File: src/rtl/reload_down_timer.sv
module reload_down_timer #(
  parameter int          CNT_W     = 24,
  parameter int          ADDR_W    = 8,
  parameter int          FLAG_POS  = 16,
  parameter logic [31:0] CAL_VALUE = 32'd10000
) (
  input  logic              clk,
  input  logic              rst_n,
  input  logic              ref_tick_i,
  input  logic [ADDR_W-1:0] bus_addr,
  input  logic              bus_wr,
  input  logic              bus_rd,
  input  logic [31:0]       bus_wdata,
  input  logic              bus_priv,
  input  logic [1:0]        bus_size,
  output logic [31:0]       bus_rdata,
  output logic              bus_err,
  output logic              irq_pulse
);
  localparam logic [1:0]        SIZE_WORD = 2'b10;
  localparam logic [ADDR_W-1:0] OFF_CTRL  = ADDR_W'(0);
  localparam logic [ADDR_W-1:0] OFF_LOAD  = ADDR_W'(4);
  localparam logic [ADDR_W-1:0] OFF_CUR   = ADDR_W'(8);
  localparam logic [ADDR_W-1:0] OFF_CAL   = ADDR_W'(12);
  localparam int                PAD_W     = 32 - CNT_W;

  logic [2:0]       ctrl_q;
  logic             flag_q;
  logic [CNT_W-1:0] reload_q;
  logic [CNT_W-1:0] cnt_q;
  logic             halted_q;
  logic             irq_q;

  logic access, wr_ok, rd_ok;
  logic wr_ctrl, wr_load, wr_cur, rd_ctrl;
  logic tick_en, expire;
  logic unused_wdata;

  assign access  = bus_wr | bus_rd;
  assign bus_err = access & (~bus_priv | (bus_size != SIZE_WORD));
  assign wr_ok   = bus_wr & ~bus_err;
  assign rd_ok   = bus_rd & ~bus_err;

  assign wr_ctrl = wr_ok & (bus_addr == OFF_CTRL);
  assign wr_load = wr_ok & (bus_addr == OFF_LOAD);
  assign wr_cur  = wr_ok & (bus_addr == OFF_CUR);
  assign rd_ctrl = rd_ok & (bus_addr == OFF_CTRL);

  assign tick_en = ctrl_q[0] & ~halted_q & (ctrl_q[2] | ref_tick_i);
  assign expire  = tick_en & ~wr_cur & (cnt_q == CNT_W'(1));
  assign unused_wdata = ^bus_wdata[31:CNT_W];
  assign irq_pulse = irq_q;

  always_ff @(posedge clk or negedge rst_n) begin
    if (!rst_n) begin
      ctrl_q <= '0;
    end else if (wr_ctrl) begin
      ctrl_q <= bus_wdata[2:0];
    end
  end

  always_ff @(posedge clk or negedge rst_n) begin
    if (!rst_n) begin
      reload_q <= '0;
    end else if (wr_load) begin
      reload_q <= bus_wdata[CNT_W-1:0];
    end
  end

  always_ff @(posedge clk or negedge rst_n) begin
    if (!rst_n) begin
      cnt_q <= '0;
    end else if (wr_cur) begin
      cnt_q <= '0;
    end else if (tick_en) begin
      cnt_q <= (cnt_q == '0) ? reload_q : cnt_q - CNT_W'(1);
    end
  end

  always_ff @(posedge clk or negedge rst_n) begin
    if (!rst_n) begin
      halted_q <= 1'b0;
    end else if (wr_ctrl && bus_wdata[0] && !ctrl_q[0]) begin
      halted_q <= 1'b0;
    end else if (expire && reload_q == '0) begin
      halted_q <= 1'b1;
    end
  end

  always_ff @(posedge clk or negedge rst_n) begin
    if (!rst_n) begin
      flag_q <= 1'b0;
      irq_q  <= 1'b0;
    end else begin
      irq_q <= expire & ctrl_q[1];
      if (wr_cur)       flag_q <= 1'b0;
      else if (expire)  flag_q <= 1'b1;
      else if (rd_ctrl) flag_q <= 1'b0;
    end
  end

  always_comb begin
    bus_rdata = '0;
    if (rd_ok) begin
      case (bus_addr)
        OFF_CTRL: begin
          bus_rdata[2:0]      = ctrl_q;
          bus_rdata[FLAG_POS] = flag_q;
        end
        OFF_LOAD: bus_rdata = {{PAD_W{1'b0}}, reload_q};
        OFF_CUR:  bus_rdata = {{PAD_W{1'b0}}, cnt_q};
        OFF_CAL:  bus_rdata = CAL_VALUE;
        default:  bus_rdata = '0;
      endcase
    end
  end
endmodule

File: config.mk
export PLATFORM = sky130hd
export DESIGN_NAME = reload_down_timer
export DESIGN_NICKNAME = d
export VERILOG_FILES = /design/src/rtl/reload_down_timer.sv
export SDC_FILE = /design/constraint.sdc
export NUM_CORES = 1
export LEC_CHECK = 0
export ABC_CLOCK_PERIOD_IN_PS = 2050
export CAP_MARGIN = 5
export CORE_ASPECT_RATIO = 1.5
export CORE_MARGIN = 4
export CORE_UTILIZATION = 46
export DETAILED_ROUTE_END_ITERATION = 10
export GPL_ROUTABILITY_DRIVEN = 0
export PLACE_DENSITY_LB_ADDON = 0.25
export SLEW_MARGIN = 25
export SYNTH_ARGS = -nofsm -noshare
export SYNTH_HDL_FRONTEND = slang
export SYNTH_SLANG_ARGS = --single-unit
File: constraint.sdc
create_clock -name clk -period 2.05 [get_ports clk]
set_input_delay 0.41 -clock clk [delete_from_list [all_inputs] [get_ports clk]]
set_output_delay 0.41 -clock clk [all_outputs]
set_load 0.01 [all_outputs]
Word-level counts from Yosys, hierarchy flattened:

Cells that the tools add are included.

* bitwise gates (word level): 19
* muxes and demuxes: 13
* reduce and logical (&&, ||, !) cells: 10
* equal/unequal tests: 5
* add/subtract/negate cells: 1

Operators by type and width (number)
* 2-to-1 mux 24 bit: 4
* zero test 24 bit: 2
* one-hot mux 13 bit (3 select lines): 1
* equality test 24 x 1 -> 1 bit, second input constant: 1
* subtractor 24 x 1 -> 24 bit, second input constant: 1
* equality test 8 x 4 -> 1 bit, second input constant: 2
* one-hot mux 7 bit (2 select lines): 1
* AND 1 bit: 12
* one-hot mux 3 bit (3 select lines): 1
* equality test 8 x 3 -> 1 bit, second input constant: 1
* zero test 8 bit: 1
* 2-to-1 mux 1 bit: 5
* NOT 1 bit: 4
* nonzero test 2 bit: 2
* logical AND 1 bit: 3
* bitwise OR 1 bit: 3
* one-hot mux 1 bit (3 select lines): 1
* nonzero test 3 bit: 1
* != test 2 bit, second input constant: 1
* zero test 1 bit: 1

* word-level logic and storage cells: 54
* input bits: 48
* flip-flop bits (word level): 54

Logic depth before layout (Yosys ltp):

Gate-level depths: netlist of run 1.

* depth after elaboration: 12
* depth in mapped cells: 8

Least setup slack after synthesis of run 1:

Ideal clock, no wire load.

* path type: in2out
* start point: in bus_addr[1]
* end point: out bus_rdata[11]
* buffers on the path: 1
* setup slack: -0.170 ns
* data required time: 1.640 ns
* arrival time: 1.810 ns
* stages on the path: 6
* path through: nor4_4 > nand2_2 > nor3b_4 > clkbuf_1 > a22oi_1 > nor2_1

* cells in the longest elaborated chain, start to end: 3
* elaborated cells on any way between the ends: 5

Ends and longest elaborated chain
* start: declaration: RTL line 10 `input logic [ADDR_W-1:0] bus_addr,`
* equality test 8 x 4 -> 1 bit / equality test 8 x 3 -> 1 bit (equally long branches): RTL line 105 `case (bus_addr)`
* one-hot mux 13 bit (3 select lines) (*): RTL line 105
* 2-to-1 mux 24 bit (*): RTL line 104 `if (rd_ok) begin`
* end: declaration: RTL line 16 `output logic [31:0] bus_rdata,`

Mark *: on every way between the ends. The rest lies on a longest branch, timed or not.

Final worst setup path of run 1:

* start point: in bus_addr[0]
* end point: out bus_rdata[6]

Same word-level chain as after synthesis.

==> results of run 1 <==
worst register-to-register path: stages (launching register included):
cell                      delay, ns
sky130_fd_sc_hd__dfrtp_1       0.42
sky130_fd_sc_hd__nor4_4        0.38
sky130_fd_sc_hd__and4_4        0.31
sky130_fd_sc_hd__and3_4        0.22
sky130_fd_sc_hd__buf_12        0.15
sky130_fd_sc_hd__nor4_1        0.06
sky130_fd_sc_hd__a21o_1        0.15
sky130_fd_sc_hd__a32o_1        0.19
metal layers:
| layer | track usage | vias up | share of wire |
|---|---|---|---|
| li1 | - | 1677 | - |
| met1 | 0.316 | 1802 | 0.37 |
| met2 | 0.460 | 182 | 0.52 |
| met3 | 0.0313 | 52 | 0.055 |
| met4 | 0.132 | 0 | 0.050 |
| met5 | 0 | - | 0 |
cells by family (layout without fill, tap and decap cells):
family / Yosys count / count (layout) / share of synthesized area
AOI/OAI and AO/OA: 99 / 99 / 0.179
adders and majority gates: 3 / 3 / 0.0107
and+or+nand+nor: 156 / 157 / 0.246
other: 1 / 8 / 0.00107
xor gates and xnor gates: 1 / 1 / 0.00250
muxes: 32 / 32 / 0.123
DFF: 54 / 54 / 0.386
buffers and inverters: 32 / 169 / 0.0515
synthesized netlist by cell type, drive strengths merged, types with 2 or more instances:
| library cell | n |
|---|---|
| dfrtp | 54 |
| nor2 | 46 |
| nand2 | 34 |
| mux2 | 28 |
| o21ai | 28 |
| a21oi | 25 |
| a22oi | 18 |
| buf | 18 |
| nor4 | 14 |
| clkbuf | 11 |
| nand3 | 11 |
| nor3 | 10 |
| and2 | 6 |
| and3 | 6 |
| nand4 | 6 |
| or3 | 5 |
| and4 | 4 |
| mux2i | 4 |
| a21o | 3 |
| a31oi | 3 |
| ha | 3 |
| inv | 3 |
| nand4b | 3 |
| nor3b | 3 |
| a211oi | 2 |
| a221oi | 2 |
| a32o | 2 |
| nand2b | 2 |
| nor2b | 2 |
| o211ai | 2 |
| o22ai | 2 |
| o31ai | 2 |
| o41ai | 2 |
where the power goes:
group	total, W	leakage [nW]	internal, W	switching, W
Clock	0.000710	0.0524	0.000366	0.000344
Sequential	0.00107	0.749	0.00107	0.00000597
Combinational	0.000189	1.66	0.000107	0.0000822
worst paths after layout:
| path | slack, ns | start | endpoint |
|---|---|---|---|
| setup reg to reg | 0.08 | cnt_q[9] | cnt_q[6] |
| hold / removal | 0.08 | rst_n | reload_q[1] |
| max in group asynchronous | 1.72 | rst_n | cnt_q[10] |
| setup / recovery | -0.26 | bus_addr[0] | bus_rdata[6] |
| hold reg to reg | 0.53 | ctrl_q[1] | irq_pulse |
| min in group clk | 0.53 | ctrl_q[1] | irq_pulse |
final cells by class:
type,instances,area share
repair buffers,158,0.272
inverters,3,0.00219
multi-input cells,300,0.418
clock inverters,1,0.00584
clock buffers,7,0.0148
well taps,100,0.0243
flip-flops and latches,54,0.263
flip-flops by register name (all words and copies together), names as in the netlist:
| name | flops |
|---|---|
| irq_pulse | 1 |
| reload_q | 24 |
| ctrl_q | 3 |
| halted_q | 1 |
| flag_q | 1 |
| cnt_q | 24 |
what timing repair did:
action,in CTS,in global routing
buffers inserted,19,4
gates resized for setup,138,39
cloned,2,1
pin swaps,22,18
setup endpoints to repair,54,49
hold buffers,0,0
metrics by stage:
stage	area (sq um)	worst slack (ns)	hold slack [ns]
after floorplan	3540	-0.0242	0.114
after global placement	4720	-0.905	0.427
after detailed placement	4720	-0.929	0.427
after CTS	4960	-0.309	0.0882
after global routing	5140	-0.361	0.0996
final	5140	-0.259	0.0783
==> results_dict.tcl, run 1 <==
set metrics [dict create \
    status "finished, violations left" \
    violations "negative setup slack" \
    clk_root_buffer_cell "sky130_fd_sc_hd__clkbuf_8" \
    antenna_found_initial 0 \
    slowest_stage_delay_cp_ns 0.29 \
    first_global_vias 3736 \
    layout-area-overhead-vs-synth_pct 46.9 \
    synthesis.area_per_instance_sq_um 9.26 \
    critPathSlowestCell "sky130_fd_sc_hd__nor4_4" \
    synth_seq_cells 54 \
    period_needed_ns 2.31 \
    num_antenna_cells 0 \
    powerDensity_mw_per_mm2 384 \
    synthDominantCellAreaShare 0.386 \
    synth_edf_count 0 \
    finalCoreUtilization 0.702 \
    drive_gt1_frac 0.382 \
    synthesis_warnings 0 \
    route.detailed.wl_per_inst_um 19.1 \
    path_delay_family "buffers and inverters" \
    tritoncts_sink_count 54 \
    grt_max_degree 55 \
    timing.setup.critical_path_class "input pin to primary output" \
    bufs_and_invs_on_worst_path 6 \
    clock.fmax_mhz 433 \
    num-fill-cells 592 \
    start_util 0.478 \
    yosys.area.top_type "sky130_fd_sc_hd__dfrtp_1" \
    core_ar_sq_mm 0.00732 \
    critical_path.max_fanout 4 \
    power.static_leakage_nw 2.46 \
    startpoint_type "input pin" \
    instances_no_fill 623 \
    floorplan.die_area_sq_mm 0.00910 \
    ant_nets 0 \
    postSynthCellCount 378 \
    multi_input_area_sq_mm 0.00215 \
    number_of_core_rows 38 \
    final.period_utilization 1.13 \
    detail_route.iter0.violations 314 \
    worst-slew-pin-transition_ns 0.496 \
    detail_route.first_pass.iterations 5 \
    hold_path_class "input pin to async pin" \
    cap_viol_max_count 0 \
    grt_first_pass_wirelength_mm 18.8 \
    synth_seq_area_share 0.386 \
    post-route-drc-count 0 \
    netlist_area_sq_mm 0.00350 \
    timing.critical_path.depth 11 \
    clkSlewWorstSetupHoldPaths_ns 0.09 \
    critical_path_required_ns 1.64 \
    htreeDepth 2 \
    cts_buffer_depth 2 \
    rr_worst_depth 7 \
    die_width_um 79.2 \
    peakVddDrop_mv 0.250 \
    hold_violation_count_in_the_final_report 0 \
    cts_inserted_buffers 5 \
    port_buffers 65 \
    fin_tns_setup_ns -3.95 \
    via_density_per_instance 5.96 \
    dp.final_hpwl_mm 8.19 \
    max_slew_margin 0.666 \
    critical_path.most_common_cell "sky130_fd_sc_hd__buf_6" \
    netlist_top_cells_area "sky130_fd_sc_hd__dfrtp_1, sky130_fd_sc_hd__mux2_4, sky130_fd_sc_hd__nor2_1, sky130_fd_sc_hd__a22oi_1, sky130_fd_sc_hd__a21oi_1" \
    clock_insertion_delay_worst_skew_ns 0.31 \
    vias 3713 \
    dieHeight_um 115 \
    most-common-layout-cells "sky130_fd_sc_hd__buf_4, sky130_fd_sc_hd__dfrtp_1, sky130_fd_sc_hd__nor2_1, sky130_fd_sc_hd__nand2_1, sky130_fd_sc_hd__clkdlybuf4s50_1" \
    overflow 0 \
    cts_tree "yes" \
    synth_cell_types 59 \
    design.portCount 82 \
    critPathCaptureType "primary output" \
    final.setup.worst_slack_ns -0.259 \
    async_flop_share 1.00 \
    synth_top_flop_cell "sky130_fd_sc_hd__dfrtp_1" \
    finalPower_w 0.00197 \
    worstPathCellList "buf_6 > nor4_4 > nand2_2 > buf_6 > nor3b_4 > buf_6 > buf_16 > buf_8 > a22oi_2 > nor2_1 > buf_2" \
    finish.net_count 573 \
    rsz0062_at_grt "yes" \
    layout.area.seq_sq_mm 0.00135 \
    critPathArrivalTime_ns 1.90 \
    slew_viol_final 0 \
    final.setup_skew_ns 0.00832 \
    wire_length_reported_by_the_detailed_router_mm 11.9 \
    post-place-cells 589 \
    most_common_library_cell_in_the_layout_ignoring_fill_and_taps "sky130_fd_sc_hd__buf_4" \
    timing.final.setup_violations 24 \
    grt_util_all_layers 0.263 \
]
No activity file was read; power rests on OpenSTA's default activity.
==> run 2, diff against run 1 <==
--- a/config.mk
+++ b/config.mk
@@ -12,7 +12,7 @@
 export CORE_UTILIZATION = 46
 export DETAILED_ROUTE_END_ITERATION = 10
 export GPL_ROUTABILITY_DRIVEN = 0
-export PLACE_DENSITY_LB_ADDON = 0.25
+export PLACE_DENSITY_LB_ADDON = 0.15
 export SLEW_MARGIN = 25
 export SYNTH_ARGS = -nofsm -noshare
 export SYNTH_HDL_FRONTEND = slang
==> results_dict.tcl, run 2 (same netlist as run 1, synthesis figures left out) <==
set metrics [dict create \
    powerDensity_mw_per_mm2 370 \
    htreeDepth 2 \
    cap_viol_max_count 0 \
    worst-slew-pin-transition_ns 0.559 \
    tritoncts_sink_count 54 \
    clock_insertion_delay_worst_skew_ns 0.32 \
    ant_nets 0 \
    hold_path_class "input pin to async pin" \
    placement_stage_cell_area_sq_mm 0.00473 \
    use_met1 0.306 \
    status "finished, violations left" \
    power.static_leakage_nw 2.43 \
    max_slew_margin 0.624 \
    critical_path.max_fanout 5 \
    fin_tns_setup_ns -1.48 \
    layout-area-overhead-vs-synth_pct 44.0 \
    fin_hold_ws_ns 0.0627 \
    period_needed_ns 2.18 \
    wire_length_reported_by_the_detailed_router_mm 11.5 \
    detail_route.iter0.violations 323 \
    layout_top_registers "cnt_q (24), reload_q (24), ctrl_q (3)" \
    clock.fmax_mhz 459 \
    critPathCaptureType "primary output" \
    rsz0062_at_grt "yes" \
    start_util 0.478 \
    final_design_area_no_fill_sq_mm 0.00504 \
    via_density_per_instance 5.91 \
    grt_first_pass_wirelength_mm 18.1 \
    core_ar_sq_mm 0.00732 \
    violations "negative setup slack" \
    post-route-drc-count 0 \
    cts_tree "yes" \
    number_of_core_rows 38 \
    cts_inserted_buffers 5 \
    dp.final_hpwl_mm 8.26 \
    finalCoreUtilization 0.688 \
    hold_violation_count_in_the_final_report 0 \
    clkSlewWorstSetupHoldPaths_ns 0.10 \
    use_met2 0.443 \
    critical_path_required_ns 1.64 \
    regToRegStartpoint "cnt_q[9]" \
    critPathArrivalTime_ns 1.77 \
    globalRouteMet3Util 0.0439 \
    finish.net_count 558 \
    floorplan.die_area_sq_mm 0.00910 \
    grt_util_all_layers 0.256 \
    post-place-cells 589 \
    instances_no_fill 606 \
    cp-startpoint "bus_addr[1]" \
    num-fill-cells 613 \
    timing.setup.critical_path_class "input pin to primary output" \
    final.setup_skew_ns 0.00828 \
    die_width_um 79.2 \
    clk_root_buffer_cell "sky130_fd_sc_hd__clkbuf_8" \
    cts_buffer_depth 2 \
    layer_with_the_highest_usage "met2" \
    startpoint_type "input pin" \
    final.setup.worst_slack_ns -0.129 \
    overflow 0 \
    most-common-layout-cells "sky130_fd_sc_hd__buf_4, sky130_fd_sc_hd__dfrtp_1, sky130_fd_sc_hd__nor2_1, sky130_fd_sc_hd__nand2_1, sky130_fd_sc_hd__clkdlybuf4s50_1" \
    route.detailed.wl_per_inst_um 18.9 \
    vias 3584 \
    grt_max_degree 55 \
    slew_viol_final 0 \
    drive_gt1_frac 0.379 \
    peakVddDrop_mv 0.552 \
    first_global_vias 3554 \
    final.period_utilization 1.06 \
    num_antenna_cells 0 \
    detail_route.first_pass.iterations 5 \
    cts_hold_repair.buffers 0 \
    most_common_library_cell_in_the_layout_ignoring_fill_and_taps "sky130_fd_sc_hd__buf_4" \
    antenna_found_initial 0 \
    port_buffers 65 \
    dieHeight_um 115 \
    design.portCount 82 \
    timing.final.setup_violations 16 \
]
==> run 2: final cells by class <==
type	count	area, sq um	share of cell area
tap	100	125	0.0248
inverter	3	11.3	0.00223
timing repair buffer	143	1260	0.251
multi-input combinational	300	2210	0.438
sequential	54	1350	0.268
clock buffer	6	82.6	0.0164
==> run 2: worst paths after layout <==
| check | cells after the start | slack, ns | to |
|---|---|---|---|
| setup / recovery | 9 | -0.13 | bus_rdata[17] |
| hold / removal | 2 | 0.06 | reload_q[21] |
| setup reg to reg | 9 | -0.02 | cnt_q[18] |
| hold reg to reg | 1 | 0.53 | irq_pulse |
| max in group asynchronous | 2 | 1.71 | cnt_q[5] |
| min in group clk | 1 | 0.53 | irq_pulse |
==> run 2: where the power goes <==
group          internal, W  leakage [nW]  switching, W  total, W
clock network     0.000262        0.0431      0.000347  0.000609
logic             0.000102          1.64     0.0000798  0.000182
registers          0.00107         0.749    0.00000613   0.00107
total              0.00143          2.43      0.000433   0.00187
==> run 2: repair_timing <==
action | in CTS | in global routing
resized for setup | 146 | 43
setup endpoints to repair | 50 | 48
setup buffers | 5 | 4
pin swaps | 15 | 25
gates cloned | 1 | 1
==> run 2: critical path, stage by stage <==
cell and delay (ns):
sky130_fd_sc_hd__buf_6 0.09, sky130_fd_sc_hd__nor4_4 0.30, sky130_fd_sc_hd__nand2_2 0.13, sky130_fd_sc_hd__nor3b_4 0.23, sky130_fd_sc_hd__buf_12 0.15, sky130_fd_sc_hd__buf_8 0.11
sky130_fd_sc_hd__a22oi_2 0.07, sky130_fd_sc_hd__nor2_1 0.13, sky130_fd_sc_hd__buf_2 0.15
==> run 2: per-layer routing <==
metal  routed length, um  part of all wire
met5                   0                 0
met4                 552             0.048
met3                 669             0.058
met2                5930              0.52
met1                4300              0.38
==> run 2: through the flow <==
step	setup WS (ns)	power, W
finish	-0.129	0.00187
floorplan	-0.0242	0.00115
global route	-0.216	0.00194
global placement	-0.886	0.00127
detailed placement	-0.887	0.00127
CTS	-0.136	0.00187
==> run 3, diff against run 2 <==
--- a/config.mk
+++ b/config.mk
@@ -5,14 +5,14 @@
 export SDC_FILE = /design/constraint.sdc
 export NUM_CORES = 1
 export LEC_CHECK = 0
-export ABC_CLOCK_PERIOD_IN_PS = 2050
+export ABC_CLOCK_PERIOD_IN_PS = 2000
 export CAP_MARGIN = 5
 export CORE_ASPECT_RATIO = 1.5
 export CORE_MARGIN = 4
 export CORE_UTILIZATION = 46
 export DETAILED_ROUTE_END_ITERATION = 10
 export GPL_ROUTABILITY_DRIVEN = 0
-export PLACE_DENSITY_LB_ADDON = 0.15
+export PLACE_DENSITY = 0.77
 export SLEW_MARGIN = 25
 export SYNTH_ARGS = -nofsm -noshare
 export SYNTH_HDL_FRONTEND = slang
==> constraint.sdc (replaced) <==
create_clock -name clk -period 2 [get_ports clk]
set_input_delay 0.4 -clock clk [delete_from_list [all_inputs] [get_ports clk]]
set_output_delay 0.4 -clock clk [all_outputs]
set_load 0.01 [all_outputs]
==> results_dict.tcl, run 3 (same netlist as run 1, synthesis figures left out) <==
set metrics [dict create \
    post-route-drc-count 0 \
    critPathSlowestCell "sky130_fd_sc_hd__nor4_4" \
    grt_util_all_layers 0.249 \
    cts_inserted_buffers 5 \
    p_seq_frac 0.573 \
    htreeDepth 2 \
    clkSlewWorstSetupHoldPaths_ns 0.09 \
    final.setup.worst_slack_ns -0.142 \
    clk_root_buffer_cell "sky130_fd_sc_hd__clkbuf_8" \
    critical_path_required_ns 1.60 \
    cts_tree "yes" \
    tritoncts_sink_count 54 \
    grt_max_degree 55 \
    most_common_library_cell_in_the_layout_ignoring_fill_and_taps "sky130_fd_sc_hd__buf_4" \
    finalCoreUtilization 0.680 \
    startpoint_type "input pin" \
    power_frac_clock 0.332 \
    rr_worst_depth 8 \
    cts_hold_repair.buffers 0 \
    vias 3621 \
    placement_stage_cell_area_sq_mm 0.00466 \
    die_width_um 79.2 \
    status "finished, violations left" \
    port_buffers 65 \
    critPathCaptureType "primary output" \
    rsz0062_at_grt "yes" \
    cts_buffer_depth 2 \
    max_slew_margin 0.650 \
    critical_path.most_common_cell "sky130_fd_sc_hd__buf_6" \
    slew_viol_final 0 \
    layout_top_registers "cnt_q (24), reload_q (24), ctrl_q (3)" \
    regToRegStartpoint "cnt_q[9]" \
    clock.fmax_mhz 467 \
    comb_power_share 0.096 \
    worst-slew-pin-transition_ns 0.520 \
    timing.setup.critical_path_class "input pin to primary output" \
    finish.net_count 557 \
    wire_length_reported_by_the_detailed_router_mm 11.5 \
    route.detailed.wl_per_inst_um 19.0 \
    clock_insertion_delay_worst_skew_ns 0.32 \
    critical_path.max_fanout 4 \
    power.static_leakage_nw 2.38 \
    via_density_per_instance 5.97 \
    power.switching_w 0.000447 \
    design.portCount 82 \
    core_ar_sq_mm 0.00732 \
    critPathArrivalTime_ns 1.74 \
    switching_share 0.232 \
    dieHeight_um 115 \
    start_util 0.478 \
    final_design_area_no_fill_sq_mm 0.00498 \
    cap_viol_max_count 0 \
    number_of_core_rows 38 \
    layout-area-overhead-vs-synth_pct 42.1 \
    slowest_stage_delay_cp_ns 0.30 \
    p_int_w 0.00148 \
    hold_path_class "input pin to async pin" \
    floorplan.die_area_sq_mm 0.00910 \
    detail_route.first_pass.iterations 5 \
    num_antenna_cells 0 \
    grt_first_pass_wirelength_mm 17.6 \
    powerDensity_mw_per_mm2 387 \
    drive_gt1_frac 0.393 \
    timing.final.setup_violations 22 \
    most-common-layout-cells "sky130_fd_sc_hd__buf_4, sky130_fd_sc_hd__dfrtp_1, sky130_fd_sc_hd__nor2_1, sky130_fd_sc_hd__nand2_1, sky130_fd_sc_hd__clkdlybuf4s50_1" \
    hold_violation_count_in_the_final_report 0 \
    num-fill-cells 589 \
    antenna_found_initial 0 \
    peakVddDrop_mv 0.503 \
    dp.final_hpwl_mm 8.19 \
    period_needed_ns 2.14 \
    final.setup_skew_ns 0.00963 \
    violations "negative setup slack" \
    worst_r2r_endpoint "cnt_q[18]" \
    ant_nets 0 \
    worstPathCellList "buf_6 > nor4_4 > nand2_2 > nor3b_4 > buf_4 > buf_6 > a22oi_2 > nor2_2 > buf_2" \
    detail_route.iter0.violations 565 \
    overflow 0 \
    final.period_utilization 1.07 \
    first_global_vias 3512 \
    internal_reg_to_reg_setup_slack_ns 0.04 \
]
run 3: worst max path at each step:
stage	slack (ns)	endpoint	startpoint
after floorplan	-0.05	bus_rdata[21]	bus_addr[1]
after global routing	-0.24	bus_rdata[15]	bus_addr[0]
after detailed placement	-0.91	bus_rdata[5]	bus_addr[1]
final	-0.14	bus_rdata[5]	bus_addr[0]
after CTS	-0.14	bus_rdata[5]	bus_addr[4]
after global placement	-0.87	bus_rdata[11]	bus_addr[1]
run 3: cell type report:
cell class / instances / area (sq um) / share of cell area
Clock buffer: 7 / 86.3 / 0.0173
Clock inverter: 1 / 5.00 / 0.00101
Inverter: 3 / 11.3 / 0.00226
Multi-Input combinational cell: 300 / 2210 / 0.444
Sequential cell: 54 / 1350 / 0.272
Tap cell: 100 / 125 / 0.0251
Timing Repair Buffer: 142 / 1190 / 0.239
run 3: power groups by stage:
| stage | registers, W | clock network (W) | logic (W) |
|---|---|---|---|
| after floorplan | 0.00112 | 0 | 0.0000578 |
| after global placement | 0.00112 | 0 | 0.000177 |
| after detailed placement | 0.00112 | 0 | 0.000181 |
| after CTS | 0.00110 | 0.000653 | 0.000181 |
| after global routing | 0.00110 | 0.000697 | 0.000198 |
| final | 0.00110 | 0.000638 | 0.000184 |
run 3: stage by stage:
stage	setup TNS [ns]	total power (W)	setup WS, ns	hold WS, ns	std cells
after floorplan	-0.520	0.00118	-0.0542	0.104	385
after detailed placement	-37.68	0.00130	-0.910	0.420	586
after global placement	-35.75	0.00130	-0.871	0.415	586
after global routing	-3.27	0.00200	-0.235	0.0762	607
final	-1.59	0.00192	-0.142	0.0593	607
after CTS	-1.42	0.00193	-0.140	0.0649	600
run 3: per-layer routing:
layer / GRT usage / vias up / routed length, um
met1: 0.288 / 1711 / 4130
li1: - / 1648 / -
met2: 0.436 / 208 / 5890
met4: 0.144 / 0 / 653
met3: 0.0353 / 54 / 872
met5: 0 / - / 0
run 3: what timing repair did:
item	4_1_cts	5_1_grt
endpoints found under the setup margin	54	44
cloned	1	2
resized for setup	152	36
setup buffers	5	6
pin swaps	21	19
run 3: critical path, delay by kind of cell:
family,cells,cell delay [ns]
and+or+nand+nor,4,0.77
buffers and inverters,4,0.49
AOI/OAI and AO/OA,1,0.08
